**src/rtl/dbn_pkg.sv**
```systemverilog
package dbn_pkg;
  // depth of the per-channel sample chain
  localparam int unsigned CHAIN_LEN = 3;
  // smallest divider value that is honoured as given; below it the half period is 1
  localparam int unsigned DIV_FLOOR = 2;

  typedef enum logic [1:0] {
    ACT_HOLD = 2'd0,
    ACT_SET  = 2'd1,
    ACT_CLR  = 2'd2
  } dbn_act_e;
endpackage

```
**src/rtl/dbn_rst_sync.sv**
```systemverilog
module dbn_rst_sync (
  input  logic clk,
  input  logic rst_ni,
  output logic rst_no
);
  logic [1:0] pipe_q;

  always_ff @(posedge clk or negedge rst_ni) begin
    if (!rst_ni) pipe_q <= 2'b00;
    else         pipe_q <= {pipe_q[0], 1'b1};
  end

  assign rst_no = pipe_q[1];
endmodule

```
**src/rtl/dbn_sync.sv**
```systemverilog
module dbn_sync #(
  parameter int unsigned W = 24
) (
  input  logic         clk,
  input  logic         rst_n,
  input  logic [W-1:0] d_i,
  output logic [W-1:0] q_o
);
  logic [W-1:0] meta_q, stab_q;

  always_ff @(posedge clk or negedge rst_n) begin
    if (!rst_n) begin
      meta_q <= '0;
      stab_q <= '0;
    end else begin
      meta_q <= d_i;
      stab_q <= meta_q;
    end
  end

  assign q_o = stab_q;
endmodule

```
**src/rtl/dbn_rate_gen.sv**
```systemverilog
module dbn_rate_gen #(
  parameter int unsigned DIV_W = 24
) (
  input  logic             clk,
  input  logic             rst_n,
  input  logic [DIV_W-1:0] div_val,
  input  logic             div_wr,
  output logic             tick,
  output logic             mon
);
  localparam logic [DIV_W-1:0] FLOOR_V = DIV_W'(dbn_pkg::DIV_FLOOR);
  localparam logic [DIV_W-1:0] ONE_V   = DIV_W'(1);

  logic [DIV_W-1:0] div_q, div_d;
  logic [DIV_W-1:0] cnt_q, cnt_d;
  logic [DIV_W-1:0] half;
  logic             mon_q, mon_d;
  logic             wrap;

  always_comb begin
    half = (div_q < FLOOR_V) ? ONE_V : div_q;
    wrap = (cnt_q >= half);
  end

  always_comb begin
    div_d = div_q;
    cnt_d = cnt_q;
    mon_d = mon_q;
    if (div_wr) begin
      div_d = div_val;
      cnt_d = '0;
    end else if (wrap) begin
      cnt_d = '0;
      mon_d = ~mon_q;
    end else begin
      cnt_d = cnt_q + ONE_V;
    end
  end

  always_ff @(posedge clk or negedge rst_n) begin
    if (!rst_n) begin
      div_q <= '0;
      cnt_q <= '0;
      mon_q <= 1'b0;
    end else begin
      div_q <= div_d;
      cnt_q <= cnt_d;
      mon_q <= mon_d;
    end
  end

  assign tick = wrap && !mon_q && !div_wr;
  assign mon  = mon_q;

  // the half-period counter never passes the active half value
  a_r4_cnt_bound: assert property (@(posedge clk) disable iff (!rst_n)
    cnt_q <= half);

  // a load restarts the count on the next clock
  a_r9_restart: assert property (@(posedge clk) disable iff (!rst_n)
    div_wr |=> (cnt_q == '0));

  // every sample strobe coincides with a rising monitor edge
  a_r5_tick_rises: assert property (@(posedge clk) disable iff (!rst_n)
    tick |=> $rose(mon_q));
endmodule

```
**src/rtl/dbn_lane.sv**
```systemverilog
module dbn_lane #(
  parameter int unsigned STAGES = dbn_pkg::CHAIN_LEN
) (
  input  logic clk,
  input  logic rst_n,
  input  logic tick,
  input  logic din,
  output logic dout
);
  import dbn_pkg::*;

  logic [STAGES-1:0] chain_q, chain_d;
  logic              out_q, out_d;
  dbn_act_e          act;

  always_comb begin
    chain_d = chain_q;
    if (tick) chain_d = {chain_q[STAGES-2:0], din};
  end

  always_comb begin
    if (&chain_q)      act = ACT_SET;
    else if (~|chain_q) act = ACT_CLR;
    else               act = ACT_HOLD;
  end

  always_comb begin
    case (act)
      ACT_SET: out_d = 1'b1;
      ACT_CLR: out_d = 1'b0;
      default: out_d = out_q;
    endcase
  end

  always_ff @(posedge clk or negedge rst_n) begin
    if (!rst_n) begin
      chain_q <= '0;
      out_q   <= 1'b0;
    end else begin
      chain_q <= chain_d;
      out_q   <= out_d;
    end
  end

  assign dout = out_q;

  // samples move only on a strobe
  a_r5_shift_on_tick: assert property (@(posedge clk) disable iff (!rst_n)
    !tick |=> $stable(chain_q));

  // a rising output needs a chain of ones
  a_r5_rise_all_ones: assert property (@(posedge clk) disable iff (!rst_n)
    $rose(out_q) |-> $past(&chain_q));

  // a falling output needs a chain of zeros
  a_r6_fall_all_zeros: assert property (@(posedge clk) disable iff (!rst_n)
    $fell(out_q) |-> $past(~|chain_q));

  // disagreeing samples keep the output
  a_r7_hold_mixed: assert property (@(posedge clk) disable iff (!rst_n)
    ((|chain_q) && !(&chain_q)) |=> $stable(out_q));
endmodule

```
**src/rtl/bounce_filter.sv**
```systemverilog
module bounce_filter #(
  parameter int unsigned CH    = 24,
  parameter int unsigned DIV_W = 24
) (
  input  logic             clk_i,
  input  logic             rst_ni,
  input  logic [CH-1:0]    raw_i,
  input  logic [DIV_W-1:0] div_val_i,
  input  logic             div_wr_i,
  output logic [CH-1:0]    clean_o,
  output logic             tick_mon_o
);
  logic          rst_n;
  logic          tick;
  logic [CH-1:0] sync_bits;

  dbn_rst_sync u_rst (
    .clk    (clk_i),
    .rst_ni (rst_ni),
    .rst_no (rst_n)
  );

  dbn_sync #(.W(CH)) u_sync (
    .clk   (clk_i),
    .rst_n (rst_n),
    .d_i   (raw_i),
    .q_o   (sync_bits)
  );

  dbn_rate_gen #(.DIV_W(DIV_W)) u_rate (
    .clk     (clk_i),
    .rst_n   (rst_n),
    .div_val (div_val_i),
    .div_wr  (div_wr_i),
    .tick    (tick),
    .mon     (tick_mon_o)
  );

  for (genvar g = 0; g < CH; g++) begin : g_lane
    dbn_lane u_lane (
      .clk   (clk_i),
      .rst_n (rst_n),
      .tick  (tick),
      .din   (sync_bits[g]),
      .dout  (clean_o[g])
    );
  end

  // the block leaves reset with every output low
  a_r1_reset_clear: assert property (@(posedge clk_i)
    $rose(rst_n) |-> (clean_o == '0 && !tick_mon_o));
endmodule

```
**config.mk**
```make
export PLATFORM = sky130hd
export DESIGN_NAME = bounce_filter
export DESIGN_NICKNAME = d
export VERILOG_FILES = /design/src/rtl/dbn_pkg.sv /design/src/rtl/dbn_rst_sync.sv /design/src/rtl/dbn_sync.sv /design/src/rtl/dbn_rate_gen.sv /design/src/rtl/dbn_lane.sv /design/src/rtl/bounce_filter.sv
export SDC_FILE = /design/constraint.sdc
export NUM_CORES = 1
export LEC_CHECK = 0
export ABC_CLOCK_PERIOD_IN_PS = 6600
export BUFFER_PORTS_ARGS = -buffer_cell sky130_fd_sc_hd__buf_2
export CORE_UTILIZATION = 25
export CTS_BUF_LIST = sky130_fd_sc_hd__clkbuf_4 sky130_fd_sc_hd__clkbuf_8
export DETAILED_ROUTE_END_ITERATION = 10
export PLACE_DENSITY = 0.42
export RECOVER_POWER = 100
export SETUP_SLACK_MARGIN = 0.1
export SLEW_MARGIN = 20
export SYNTH_ARGS = -nofsm -noshare
export SYNTH_HDL_FRONTEND = slang
export SYNTH_HIERARCHICAL = 1
export SYNTH_SLANG_ARGS = --single-unit
```
**constraint.sdc**
```tcl
create_clock -name clk_i -period 6.6 [get_ports clk_i]
set_input_delay 0.99 -clock clk_i [delete_from_list [all_inputs] [get_ports clk_i]]
set_output_delay 0.99 -clock clk_i [all_outputs]
set_load 0.1 [all_outputs]
```
==> impl_metrics.json, run 1 <==
{
  "final-hold-violation-count": 0,
  "routed-via-count": 4579,
  "holdBufCountCts": 0,
  "slew_viol_final": 137,
  "first_global_vias": 4522,
  "crit_family": "simple AND/OR/NAND/NOR gates",
  "path_clk_slew_ns": 0.11,
  "drt_iter0_drc": 199,
  "clock_path_buffers": 2,
  "rows": 63,
  "top_usage_layer": "met1",
  "path_buf_inv": 2,
  "avgSynthCellArea_um2": 12.4,
  "holdWs_ns": 0.291,
  "die_w_um": 177,
  "setup-violations-final": 0,
  "outcome": "complete, but fails checks",
  "fmax_mhz": 233,
  "period_share_pct": 65.1,
  "max-vdd-ir-drop_mv": 0.144,
  "synth-seq-cells": 195,
  "drc_errors": 0,
  "post_cts_buffers": 0,
  "synth_top_area_share_pct": 63.4,
  "antenna_found_initial": 0,
  "setup_ws_ns": 2.30,
  "pre_cts_slack_ns": 2.58,
  "power_density_mw_per_mm2": 343,
  "synth_area_leaders": "dfrtp_1 63%, mux2_4 9.4%, o21ai_1 4.7%, ha_1 4.1%, nand2_1 2.9%",
  "synth.distinct_cells": 37,
  "track_usage_pct": 10.3,
  "tritoncts": "done",
  "core_mm2": 0.0300,
  "portBuffers": 75,
  "fin_worst_skew_ns": 0.0227,
  "crit_type": "reg -> reg",
  "slowest_stage": "clkbuf_1",
  "cts.sinks": 195,
  "max_slew_margin_pct": -67.9,
  "crit_required_ns": 6.95,
  "cp-end-kind": "register",
  "synth_top_cells_by_count": "195 x dfrtp_1, 72 x o21ai_1, 60 x nand2_1",
  "min-delay-path-class": "in -> async",
  "num_io_pins": 76,
  "die_h_um": 177,
  "min_period_ns": 4.30,
  "critical_path_arrival_ns": 4.65,
  "p_leak_nw": 4.10,
  "worst_setup_path_start_kind": "register",
  "rr_worst_depth": 10,
  "gp_congestion": 0.703,
  "synth_area_mm2": 0.00770,
  "violations": "capacitance limit, slew limit",
  "cp_num_cells": 10,
  "tns_ns": 0,
  "met3_usage_pct": 2.59,
  "grt_pass1_wl_um": 24900,
  "dpl.hpwl_um": 9790,
  "area_growth_pct": 13.7,
  "drt_pass1_iterations": 4,
  "layout.nets": 783,
  "drive_gt1_share_pct": 11.8,
  "yosys_warnings": 6,
  "critPathMaxStageDelay_ns": 0.78,
  "yosysMostFrequentCell": "dfrtp_1",
  "cpMostUsedCell": "nand4_1",
  "synth_edf_count": 0,
  "grt_max_degree": 133,
  "async_reset_ff_share_pct": 100,
  "root_buffer": "clkbuf_8",
  "post_cts_resized": 0,
  "use_met1_pct": 15.2,
  "clk_latency_ns": 0.48,
  "htreeDepth": 4,
  "routedWlPerCell_um": 13.5,
  "die_area_mm2": 0.0315,
  "synth.yosys.seq_area_share_pct": 63.4,
  "antenna_left": 0,
  "diodes": 0,
  "use_met2_pct": 14.4,
  "synth_fp_nets": 696,
  "start_util_pct": 25.7,
  "path_cells": "ha_1, nand4_1, nor4_1, nand4_1, o2111ai_1, or2b_1, nor2_4, buf_12, clkbuf_1, mux2_1",
  "synthCells": 620,
  "routed_wl_um": 15000,
  "crit_fanout": 44,
  "avgViaCountPerCell": 4.13,
  "worstMarginPinSlew_ns": 2.52,
  "yosysTopAreaCell": "dfrtp_1",
  "ys.flop_type": "dfrtp_1",
  "final_util_pct": 29.2,
  "drv_cap": 3,
  "grt_overflow_total": 0,
  "cts_buffers": 17,
  "rsz0062_at_grt": "no"
}
## metrics by stage
| step | cell area (µm²) | instances | power [W] |
|---|---|---|---|
| after floorplan | 7700 | 620 | 0.00212 |
| after global placement | 8560 | 1078 | 0.00228 |
| after detailed placement | 8560 | 1078 | 0.00229 |
| after CTS | 8970 | 1110 | 0.00313 |
| after global routing | 8750 | 1110 | 0.00318 |
| final | 8750 | 1110 | 0.00300 |
## metal layers
| metal | part of all wire (%) | wire (µm) |
|---|---|---|
| met1 | 53 | 8020 |
| met2 | 41 | 6190 |
| met3 | 3.8 | 571 |
| met4 | 1.6 | 239 |
| met5 | 0 | 0 |
## report_power, final
group | internal, W | switching (W)
clock | 0.000325 | 0.000491
sequential | 0.00136 | 0.000121
combinational | 0.000122 | 0.000588
total | 0.00180 | 0.00120
## final cells by class
class | count | area [µm²]
sequential | 195 | 4880
multi-input combinational | 366 | 2400
tap | 390 | 488
inverter | 49 | 184
fill | 3126 | 21200
clock buffer | 17 | 234
clock inverter | 15 | 185
timing repair buffer | 78 | 383
## cell families (layout without fill, tap and decap cells)
kind of cell	after synthesis	in the layout	synth area share, %
AO/OA/AOI/OAI	137	137	9.23
XOR/XNOR	23	23	2.62
adder cells (fa/ha/maj)	25	25	4.06
buffers and inverters	59	159	3.22
flip-flops	195	195	63.4
multiplexers	49	49	9.51
other	1	1	0.0487
AND/OR/NAND/NOR	131	131	7.92
## worst reg2reg max path, cell delays in order, from the launching register on
cell	delay, ns
dfrtp_1	0.42
ha_1	0.31
nand4_1	0.19
nor4_1	0.47
nand4_1	0.15
o2111ai_1	0.22
or2b_1	0.30
nor2_4	0.61
buf_12	0.33
clkbuf_1	0.79
mux2_1	0.40
## state kept, by name, summed over array words and instances (netlist names)
signal / count
u_rst/pipe_q: 2
u_rate/cnt_q: 24
u_sync/q_o: 24
u_sync/meta_q: 24
u_rate/div_q: 24
u_rate/mon: 1
g_lane.u_lane/chain_q: 72
g_lane.u_lane/dout: 24
## placed cells by master (no fill, tap or decap), types with 2 or more instances in the layout
cell type / instances
dfrtp_1: 195
o21ai_0: 72
nand2_1: 60
inv_1: 49
mux2_1: 48
buf_2: 46
a21oi_1: 31
clkbuf_1: 30
o21ai_1: 27
ha_1: 25
nor2_1: 23
clkbuf_8: 17
xor2_1: 16
nand4_1: 9
and3_1: 7
xnor2_1: 7
nand3_1: 7
inv_8: 6
nor4_1: 6
and4_1: 4
clkinv_8: 3
nor3_1: 3
nor2_2: 3
inv_6: 2
buf_12: 2
nand2b_1: 2
## final timing paths
path	startpoint	to	slack, ns
setup / recovery	u_rate/cnt_q[21]$_DFF_PN0_	g_lane[2].u_lane/chain_q[2]$_DFFE_PN0P_	2.30
hold / removal	rst_ni	u_rst/pipe_q[0]$_DFF_PN0_	0.29
setup reg to reg	u_rate/cnt_q[21]$_DFF_PN0_	g_lane[2].u_lane/chain_q[2]$_DFFE_PN0P_	2.30
hold reg to reg	u_sync/meta_q[1]$_DFF_PN0_	u_sync/q_o[1]$_DFF_PN0_	0.36
max in group asynchronous	u_rst/pipe_q[1]$_DFF_PN0_	u_rate/div_q[8]$_DFFE_PN0P_	3.87
min in group clk_i	u_sync/meta_q[1]$_DFF_PN0_	u_sync/q_o[1]$_DFF_PN0_	0.36
(Power assumes the default switching activity.)
==> run 2, diff against run 1 <==
Settings changed: ABC_AREA from default to 1, ABC_CLOCK_PERIOD_IN_PS 6600 to 3600, PLACE_DENSITY 0.42 to 0.44.
Clock period 6.6 ns to 3.6 ns, I/O delays scaled along.
==> run 2 against run 1 <==
  * Critical endpoint is now g_lane[20].u_lane/chain_q[1]$_DFFE_PN0P_
  * Synthesized cell count up 41%
  * Utilization up 0.39 points
  * Critical path type unchanged
  * Via count up 23%
  * Final area up 7.3%
  * Sequential power up 57%
  * The run still ends with capacitance limit, slew limit left
  * First-iteration DRC count up 64%
  * Routed wire length up 9.7%
==> impl_metrics.json, run 2 <==
{
  "outcome": "complete, but fails checks",
  "violations": "capacitance limit, slew limit",
  "largest_register_ffs": 72,
  "yosys_warnings": 6,
  "tns_ns": 0,
  "grt_pass1_wl_um": 28300,
  "final_util_pct": 29.6,
  "die_area_mm2": 0.0331,
  "antenna_found_initial": 0,
  "r2r_end": "g_lane[20].u_lane/chain_q[1]$_DFFE_PN0P_",
  "track_usage_pct": 10.8,
  "rows": 65,
  "critPathMaxStageDelay_ns": 0.48,
  "period_share_pct": 85.2,
  "core_mm2": 0.0317,
  "htreeDepth": 4,
  "post_cts_resized": 0,
  "synth_top_area_share_pct": 60.3,
  "synth_top_family_by_area": "simple AND/OR/NAND/NOR gates",
  "synth.yosys.seq_area_share_pct": 60.3,
  "portBuffers": 75,
  "avgSynthCellArea_um2": 9.27,
  "holdBufCountCts": 1,
  "top_register": "g_lane.u_lane/chain_q",
  "finalPower_w": 0.00400,
  "ff2ff_setup_slack_ns": 0.53,
  "synth_edf_count": 0,
  "synth.distinct_cells": 30,
  "min_period_ns": 3.07,
  "cpMostUsedCell": "nand2_1",
  "grt_max_degree": 85,
  "cts_buffers": 17,
  "root_buffer": "clkbuf_8",
  "layout.nets": 1045,
  "synth_xor_area_share_pct": 1.30,
  "setup_ws_ns": 0.534,
  "use_met1_pct": 14.0,
  "synth_fp_nets": 950,
  "avgViaCountPerCell": 4.07,
  "crit_required_ns": 3.93,
  "async_reset_ff_share_pct": 100,
  "diodes": 0,
  "yosysTopAreaCell": "dfrtp_1",
  "routed-via-count": 5637,
  "worstMarginPinSlew_ns": 2.35,
  "synth_area_leaders": "dfrtp_1 60%, nand2_1 9.5%, inv_1 7.9%, ha_1 3.9%, nand3_1 3.8%",
  "dpl.hpwl_um": 11400,
  "drt_pass1_iterations": 4,
  "start_util_pct": 25.5,
  "antenna_left": 0,
  "met3_usage_pct": 2.63,
  "routedWlPerCell_um": 11.9,
  "clock_path_buffers": 2,
  "yosysMostFrequentCell": "nand2_1",
  "ys.flop_type": "dfrtp_1",
  "routed_wl_um": 16500,
  "fmax_mhz": 326,
  "drc_errors": 0,
  "reg2reg_from": "u_rate/div_q[19]$_DFFE_PN0P_",
  "rr_worst_depth": 17,
  "post_cts_buffers": 0,
  "synthCells": 874,
  "placedCellCount": 1351,
  "synth-seq-cells": 195,
  "drt_iter0_drc": 326,
  "holdPathStages": 1,
  "synth_compound_area_share_pct": 7.38,
  "use_met2_pct": 17.7,
  "crit_type": "reg -> reg",
  "p_leak_nw": 4.75,
  "gp_congestion": 0.778,
  "final-hold-violation-count": 0,
  "tritoncts": "done",
  "slowest_stage": "nor4_1",
  "worst_setup_path_start_kind": "register",
  "cp-end-kind": "register",
  "rsz0062_at_grt": "no",
  "first_global_vias": 5827,
  "die_h_um": 182,
  "path_cells": "nor4_1, nand4_1, o21ai_0, ha_1, nand2_1, nor2_1, nand2_1, nand2_1, nor2_1, nand2_1, nand2_1, nand2_2, nand3_2, clkinvlp_4, clkbuf_4, nand2_1, o21ai_0",
  "setup-violations-final": 0,
  "fin_cells": 1384,
  "power_density_mw_per_mm2": 426,
  "slew_viol_final": 107,
  "pre_cts_slack_ns": 0.549,
  "setup.worst_path.end": "g_lane[20].u_lane/chain_q[1]$_DFFE_PN0P_",
  "drv_cap": 2,
  "area_growth_pct": 15.9,
  "fin_worst_skew_ns": 0.0140,
  "synth_top_cells_by_count": "206 x nand2_1, 195 x dfrtp_1, 170 x inv_1",
  "path_clk_slew_ns": 0.11,
  "top_usage_layer": "met2",
  "die_w_um": 182,
  "min-delay-path-class": "in -> reg",
  "cts.sinks": 195,
  "max_slew_margin_pct": -57.0,
  "crit_fanout": 47,
  "synth_mux_area_share_pct": 0,
  "num_io_pins": 76,
  "layout_commonest_cell": "nand2_1",
  "synth_adder_area_share_pct": 3.86,
  "max-vdd-ir-drop_mv": 0.181,
  "synth_area_mm2": 0.00810,
  "clk_latency_ns": 0.47,
  "drive_gt1_share_pct": 10.9,
  "synthSimpleGateAreaFrac_pct": 18.8,
  "critical_path_arrival_ns": 3.40,
  "grt_overflow_total": 0,
  "crit_start": "u_rate/div_q[19]$_DFFE_PN0P_",
  "layout_common_cells": "207 x nand2_1, 195 x dfrtp_1, 169 x inv_1, 97 x o21ai_0, 61 x nand3_1"
}
[run 2: cell types whose count changed after synthesis, moves of 24 or more]
cell,delta
o21ai_1,-24
o21ai_0,+27
inv_1,+121
nand2_1,+146
nand3_1,+54
mux2_4,-48
a21oi_1,-24
[run 2: how the worst min path moves through the flow]
stage | end | startpoint | slack (ns)
floorplan | u_rst/pipe_q[0]$_DFF_PN0_ | rst_ni | 0.24
global route | u_sync/meta_q[10]$_DFF_PN0_ | raw_i[10] | 0.12
global placement | u_rst/pipe_q[0]$_DFF_PN0_ | rst_ni | 0.33
CTS | u_sync/meta_q[13]$_DFF_PN0_ | raw_i[13] | 0.13
finish | u_sync/meta_q[15]$_DFF_PN0_ | raw_i[15] | 0.17
detailed placement | u_rst/pipe_q[0]$_DFF_PN0_ | rst_ni | 0.33
[run 2: worst max-delay path: cells and delay by family, from the launching register on]
| family | cells | cell delay, ns |
|---|---|---|
| AOI/OAI and AO/OA | 2 | 0.27 |
| and+or+nand+nor | 12 | 1.54 |
| adders and majority gates | 1 | 0.25 |
| DFF | 1 | 0.39 |
| buffers and inverters | 2 | 0.46 |
[run 2: cell type report]
cell class	instances	area (µm²)
Fill cell	3429	22300
Sequential cell	195	4880
Multi-Input combinational cell	500	2520
Inverter	172	649
Tap cell	402	503
Timing Repair Buffer	83	424
Clock buffer	19	255
Clock inverter	13	154
[run 2: where the power goes]
group	internal [W]	leakage, nW	switching (W)	total, W
clock	0.000655	0.200	0.000805	0.00146
combinational	0.0000768	2.48	0.000135	0.000212
sequential	0.00227	2.07	0.0000567	0.00233
total	0.00300	4.75	0.000997	0.00400
[run 2: through the flow]
stage	area, µm²	hold slack, ns
final	9390	0.171
after global routing	9390	0.120
after CTS	9470	0.127
after global placement	9050	0.327
after detailed placement	9050	0.326
after floorplan	8110	0.244
[run 2: kinds of logic (layout without fill, tap and decap cells)]
kind of cell,Yosys count,after routing
AO/OA/AOI/OAI,115,115
XOR/XNOR,12,12
adder cells (fa/ha/maj),25,25
buffers and inverters,179,287
flip-flops,195,195
other,1,1
AND/OR/NAND/NOR,347,347
[run 2: routing by layer]
metal	part of all wire, %	vias up
met5	0	-
met3	3.3	15
met1	49	2642
met2	46	62
met4	1.2	0
li1	-	2918
